## config.mk

```make
export PLATFORM = sky130hd
export DESIGN_NAME = wdog_prescaled
export DESIGN_NICKNAME = d
export VERILOG_FILES = /design/src/rtl/wdog_prescaled.sv
export SDC_FILE = /design/constraint.sdc
export NUM_CORES = 1
export LEC_CHECK = 0
export ABC_AREA = 1
export CELL_PAD_IN_SITES_DETAIL_PLACEMENT = 1
export CELL_PAD_IN_SITES_GLOBAL_PLACEMENT = 1
export CORE_AREA = 10 10 95 97
export DETAILED_ROUTE_END_ITERATION = 16
export DIE_AREA = 0 0 105 107
export PLACE_DENSITY_LB_ADDON = 0.3
export SYNTH_ARGS = -nofsm -noshare
export SYNTH_HDL_FRONTEND = slang
export SYNTH_SLANG_ARGS = --single-unit
```

## constraint.sdc

```tcl
create_clock -name clk -period 1.7 [get_ports clk]
set_input_delay 0.255 -clock clk [delete_from_list [all_inputs] [get_ports clk]]
set_output_delay 0.255 -clock clk [all_outputs]
set_load 0.05 [all_outputs]
```

## src/rtl/wdog_prescaled.sv

```systemverilog
module wdog_prescaled #(
  parameter int PRE_W     = 13,
  parameter int CNT_W     = 6,
  parameter int KEEP_LSB  = 4,
  parameter int PULSE_LEN = 32,
  parameter int POR_DELAY = 4096,
  parameter int ADDR_W    = 16,
  parameter logic [ADDR_W-1:0] SVC_ADDR = {ADDR_W{1'b1}},
  parameter logic [7:0] VEC_LO = 8'h00
) (
  input  logic              clk,
  input  logic              por_n,
  input  logic              int_rst,
  input  logic              vec_fetch,
  input  logic [ADDR_W-1:0] addr,
  input  logic              wr,
  input  logic              rd,
  input  logic [7:0]        wdata,
  input  logic              stat_rd,
  output logic [7:0]        rdata,
  output logic              rst_out_n,
  output logic              wdt_flag
);
  localparam int PW = $clog2(PULSE_LEN);
  localparam int QW = $clog2(POR_DELAY);
  localparam logic [CNT_W-1:0] TRIP_AT = CNT_W'((1 << (CNT_W-1)) - 1);

  logic [PRE_W-1:0] pre;
  logic [CNT_W-1:0] cnt;
  logic [QW-1:0]    por_cnt;
  logic [PW-1:0]    pulse_cnt;
  logic             por_wait, pulse_act, flag;

  logic unused_wdata;
  assign unused_wdata = ^wdata;

  wire svc  = wr && (addr == SVC_ADDR);
  wire run  = !por_wait && !pulse_act;
  wire trip = run && !int_rst && !svc && !vec_fetch && (&pre) && (cnt == TRIP_AT);
  wire [PRE_W-1:0] pre_svc = {{(PRE_W-KEEP_LSB){1'b0}}, pre[KEEP_LSB-1:0] + 1'b1};

  always_ff @(posedge clk or negedge por_n) begin
    if (!por_n) begin
      pre       <= '0;
      cnt       <= '0;
      por_cnt   <= '0;
      por_wait  <= 1'b1;
      pulse_act <= 1'b0;
      pulse_cnt <= '0;
      flag      <= 1'b0;
    end else begin
      if (por_wait) begin
        por_cnt <= por_cnt + 1'b1;
        if (por_cnt == QW'(POR_DELAY-1)) por_wait <= 1'b0;
      end

      if (trip) begin
        pulse_act <= 1'b1;
      end else if (pulse_act) begin
        pulse_cnt <= pulse_cnt + 1'b1;
        if (pulse_cnt == PW'(PULSE_LEN-1)) begin
          pulse_act <= 1'b0;
          pulse_cnt <= '0;
        end
      end

      if (!run || int_rst || trip) begin
        pre <= '0;
        cnt <= '0;
      end else if (svc || vec_fetch) begin
        if (svc) cnt <= '0;
        pre <= vec_fetch ? '0 : pre_svc;
      end else begin
        pre <= pre + 1'b1;
        if (&pre) cnt <= cnt + 1'b1;
      end

      if (trip)         flag <= 1'b1;
      else if (stat_rd) flag <= 1'b0;
    end
  end

  assign rdata     = (rd && addr == SVC_ADDR) ? VEC_LO : 8'h00;
  assign rst_out_n = ~pulse_act;
  assign wdt_flag  = flag;
endmodule

```

Yosys cells after proc, flatten, opt, wreduce, memory -nomap -nowiden
Index checks and enable logic that the tools add are counted.
- bitwise logic cells: 2
- mux-type cells: 15
- equality and inequality tests: 5
- $add $sub $neg: 5
- reduce and logical (&&, ||, !) cells: 21
- operators with widths (kind ; number):
    $mux W13 ; 2
    $mux W6 ; 4
    $eq A16 B16 Y1 const B ; 1
    $add A13 B1 Y13 const B ; 1
    $reduce_and A13 Y1 ; 1
    $add A12 B1 Y12 const B ; 1
    $eq A12 B12 Y1 const B ; 1
    $logic_and A1 B1 Y1 ; 7
    $mux W1 ; 7
    $add A6 B1 Y6 const B ; 1
    $eq A6 B5 Y1 const B ; 1
    $logic_not A1 Y1 ; 6
    $add A5 B1 Y5 const B ; 1
    $eq A5 B5 Y1 const B ; 1
    $mux W5 ; 1
    $add A4 B1 Y4 const B ; 1
    $mux W4 ; 1
    $reduce_and A2 Y1 ; 2
    $logic_or A1 B1 Y1 ; 3
    $ne A3 B3 Y1 const B ; 1
    $reduce_bool A3 Y1 ; 1
    $not A1 Y1 ; 2
    $reduce_bool A2 Y1 ; 1
- flip-flop bits (word level): 39
- input bits: 31

Logic depth before layout (Yosys ltp)
- depth in word-level cells: 10
- depth in mapped cells: 10

Worst setup path before layout
OpenSTA, ideal clock, no wires.
- path type: reg-to-reg
- from: register cnt[0]
- to: register pre[5]
- data arrival time: 1.323 ns
- stages on the path, launching flop included: 9
- setup slack: 0.257 ns
- buffers on the path: 0
- clock period less this slack: 1.443 ns
- cells stage by stage: dfrtp_1 ha_1 nand3_1 nor3_1 o21ai_0 nor2_1 nor2_2 inv_2 nor2_1
- word-level cells in the longest chain between the ends: 4
- ends and longest elaborated chain (element ; RTL line ; text):
    start: declaration ; 29 ; logic [CNT_W-1:0] cnt;
    start signal: assignment ; 75 ; if (&pre) cnt <= cnt + 1'b1;
    $eq A6 B5 Y1 ; 39 ; wire trip = run && !int_rst && !svc && !vec_fetch && (&pre) && (cnt == TRIP_AT);
    $logic_and A1 B1 Y1 ; 39 ;
    $logic_or A1 B1 Y1 ; 67 ; if (!run || int_rst || trip) begin
    $mux W13 ; 67 ;
    end signal: assignment ; 72 ; pre <= vec_fetch ? '0 : pre_svc;
    end signal: assignment ; 74 ; pre <= pre + 1'b1;
    end: declaration ; 28 ; logic [PRE_W-1:0] pre;
No other way between the ends.
A chain may end at the register's enable or synchronous reset.

Worst setup path in the final report
- from: register pre[0]
- to: register pre[5]
- word-level cells in the longest chain between the ends: 5
- elaborated cells between the ends (all ways): 7
- ends and longest elaborated chain (element ; RTL line):
    parallel branches: the longest is 4 deep, another holds $add A13 B1 Y13 ; --
    $mux W13 (*) ; 67
Mark *: on every way between the ends.

==> qor.txt <==
Run status: finished, final reports clean
Worst setup EP type: register
CTS Buffer Depth: 2
Vias post-DR: 1703
Tot GR Track Use: 8.84%
ANT cells: 0
Crit path DAT: 1.79 ns
Worst R2R Start: pre[0]$_DFF_PN0_
Vias/cell: 4.33
# rows: 31
Worst Path Max Fanout: 7
Fill cells: 880
Worst-path clk slew: 0.08 ns
I/O pin total: 41
CP Launch Type: register
Clock Power Share: 42.0%
Synthesized area: 2120 µm²
Post-Synthesis Cells: 256
Final hold violation count: 0
Latest clock arrival within the worst-skew pair: 0.30 ns
H-tree depth: 2
Slew @ Worst Pin: 0.502 ns
Drt wl/cell: 11.9 µm
Period utilisation layout: 94.7%
CTS tree: yes
Slew Viols, Final: 0
Clock Tree Root: clkbuf_8
R2R depth: 10
Routed wire length: 4680 µm
Min cycle time layout: 1.61 ns
Setup Crit Path Kind: register to register
Total CTS buffers: 5
Int Pwr: 1.44 mW
Die Area: 11200 µm²
Reg-to-reg setup timing slack: 0.09 ns
Area grow syn2layout: 26.3%
Final clock skew: 0.00832 ns
Critical path data required time: 1.88 ns
Commonest non-fill, non-tap cell in the layout: nand2_1
Routed Antenna Nets: 0
Vias in the first global route: 1833
Pin count of the biggest net entering global routing: 40
Post-synthesis cell type count: 24
Sequential share of power: 49.3%
Final setup viols: 0
GR Overflow Total: 0
Total of max-cap violations: 0
Utilization after layout: 37.4%
Ys Warns: 0
Comb pwr share: 8.7%
Starting Density: 29.6%
Drt pass-1 iters: 4
Sink Count: 39
Core Footprint: 7140 µm²
Worst vdd ir: 0.000285 V
DIE WIDTH: 105 µm
Post-cts hold buffer count: 0
Pwr per Cell Area: 712 nW/µm²
Share of cells above drive strength 1: 15.6%
DP Wirelength: 3620 µm
Switching power: 0.462 mW
Rel. slew slack: 66.6%
Gpl congestion: 0.768
Sequential area share after synthesis: 46.2%
Post-Syn Area per Cell: 8.26 µm²
Overall power: 1.90 mW
Worst r2r dst: pre[5]$_DFF_PN0_
Port Buffers: 23
FMAX: 621 MHz
Most frequent cells in the layout: nand2_1 (64), dfrtp_1 (38), nor2_1 (31), inv_1 (24), clkdlybuf4s50_1 (20)
Pleak: 1.29 nW
Switch share: 24.3%
Initial antenna violation count: 0
Flops & latches, synth: 39
# DRC: 0
DRT iter0 DRCs: 52
First-pass GRT wire length: 8220 µm
Die H: 107 µm
Hold WC Path Type: input pin to async pin
Nets: 329
[power by group through the flow]
stage | clock (mW) | sequential (mW) | combinational [mW]
global route | 0.877 | 0.938 | 0.184
finish | 0.800 | 0.937 | 0.166
floorplan | 0 | 0.955 | 0.0884
CTS | 0.837 | 0.936 | 0.165
detailed placement | 0 | 0.955 | 0.164
global placement | 0 | 0.955 | 0.164
[cells by family after synthesis]
group,count (synthesis),share of synthesized area (%)
other cells,1,0.177
flops,39,46.2
xor+xnor,23,9.52
fa+ha+maj,5,2.96
buf+inv,36,7.81
simple gates,143,31.1
compound gates,9,2.25
[cell usage after synthesis]
| master | number | share of area [%] |
|---|---|---|
| xor2_1 | 15 | 6.2 |
| nand2_2 | 2 | 0.59 |
| o21a_1 | 1 | 0.35 |
| nand4_1 | 8 | 2.4 |
| nor2_2 | 6 | 1.8 |
| o21ai_0 | 6 | 1.4 |
| nand4_2 | 1 | 0.59 |
| nand3_1 | 16 | 3.8 |
| nor3_1 | 4 | 0.95 |
| buf_4 | 8 | 2.8 |
| inv_2 | 3 | 0.53 |
| nor2_4 | 1 | 0.53 |
| dfstp_2 | 1 | 1.2 |
| nor2_1 | 33 | 5.9 |
| or2_2 | 2 | 0.59 |
| inv_1 | 25 | 4.4 |
| conb_1 | 1 | 0.18 |
| nand3_2 | 5 | 2.4 |
| nor3b_1 | 1 | 0.35 |
| dfrtp_1 | 38 | 45 |
| xnor2_1 | 8 | 3.3 |
| ha_1 | 5 | 3.0 |
| a21oi_1 | 2 | 0.47 |
| nand2_1 | 64 | 11 |
[state kept, by name, indices dropped and copies added (netlist names)]
register,flops
wdt_flag,1
por_cnt,12
pulse_act,1
por_wait,1
pulse_cnt,5
cnt,6
pre,13
[timing repair]
action / in CTS / in global routing
gates resized for setup: 1 / 12
cloned: 0 / 0
endpoints found under the hold margin: 0 / 0
setup buffers: 0 / 1
pin swaps: 0 / 2
endpoints found under the setup margin: 3 / 21
[routing by layer]
metal | routed length, µm | share of wire [%] | vias to the layer above | GRT usage, %
met3 | 106 | 2.3 | 4 | 2.75
met5 | 0 | 0 | - | 0
met1 | 2030 | 43 | 821 | 9.26
met2 | 2500 | 53 | 16 | 16.4
met4 | 45 | 0.96 | 0 | 2.94
li1 | - | - | 862 | -
[worst max-delay path by stage]
stage / start / end / slack [ns] / cells past startpoint
final: pre[0]$_DFF_PN0_ / pre[5]$_DFF_PN0_ / 0.09 / 10
after global routing: pre[0]$_DFF_PN0_ / pre[4]$_DFF_PN0_ / -0.03 / 10
after CTS: pre[0]$_DFF_PN0_ / pre[9]$_DFF_PN0_ / 0.007 / 10
after detailed placement: int_rst / pre[6]$_DFF_PN0_ / -0.09 / 9
after global placement: int_rst / pre[9]$_DFF_PN0_ / -0.04 / 9
after floorplan: cnt[0]$_DFFE_PN0P_ / pre[5]$_DFF_PN0_ / 0.26 / 8
[layout make-up]
type	instances	area, µm²	share of cell area (%)
Inverter	28	105	3.93
Multi-Input combinational cell	188	1060	39.6
Timing Repair Buffer	31	293	11.0
Sequential cell	39	977	36.6
Clock buffer	5	68.8	2.57
Tap cell	99	124	4.63
Clock inverter	3	47.5	1.78
[critical path, stage by stage, from the launching register on]
cell and delay (ns):
dfrtp_1 0.41, ha_4 0.17, nand3_4 0.09, inv_2 0.09
nand2_2 0.08, nor2_4 0.15, nand3_4 0.10, nor2_2 0.17
nor2_4 0.06, inv_2 0.12, nor2_1 0.06
[metrics by stage]
stage          area (µm²)  hold WS, ns  std cells  setup slack [ns]  setup TNS (ns)
2_1_floorplan        2140      -0.0406        263             0.257               0
3_3_place_gp         2490        0.360        384           -0.0410          -0.371
3_5_place_dp         2490        0.353        384           -0.0936          -0.702
4_1_cts              2610       0.0228        392           0.00710               0
5_1_grt              2670       0.0340        393           -0.0264          -0.137
6_report             2670      0.00474        393            0.0900               0
(Power assumes the default switching activity.)
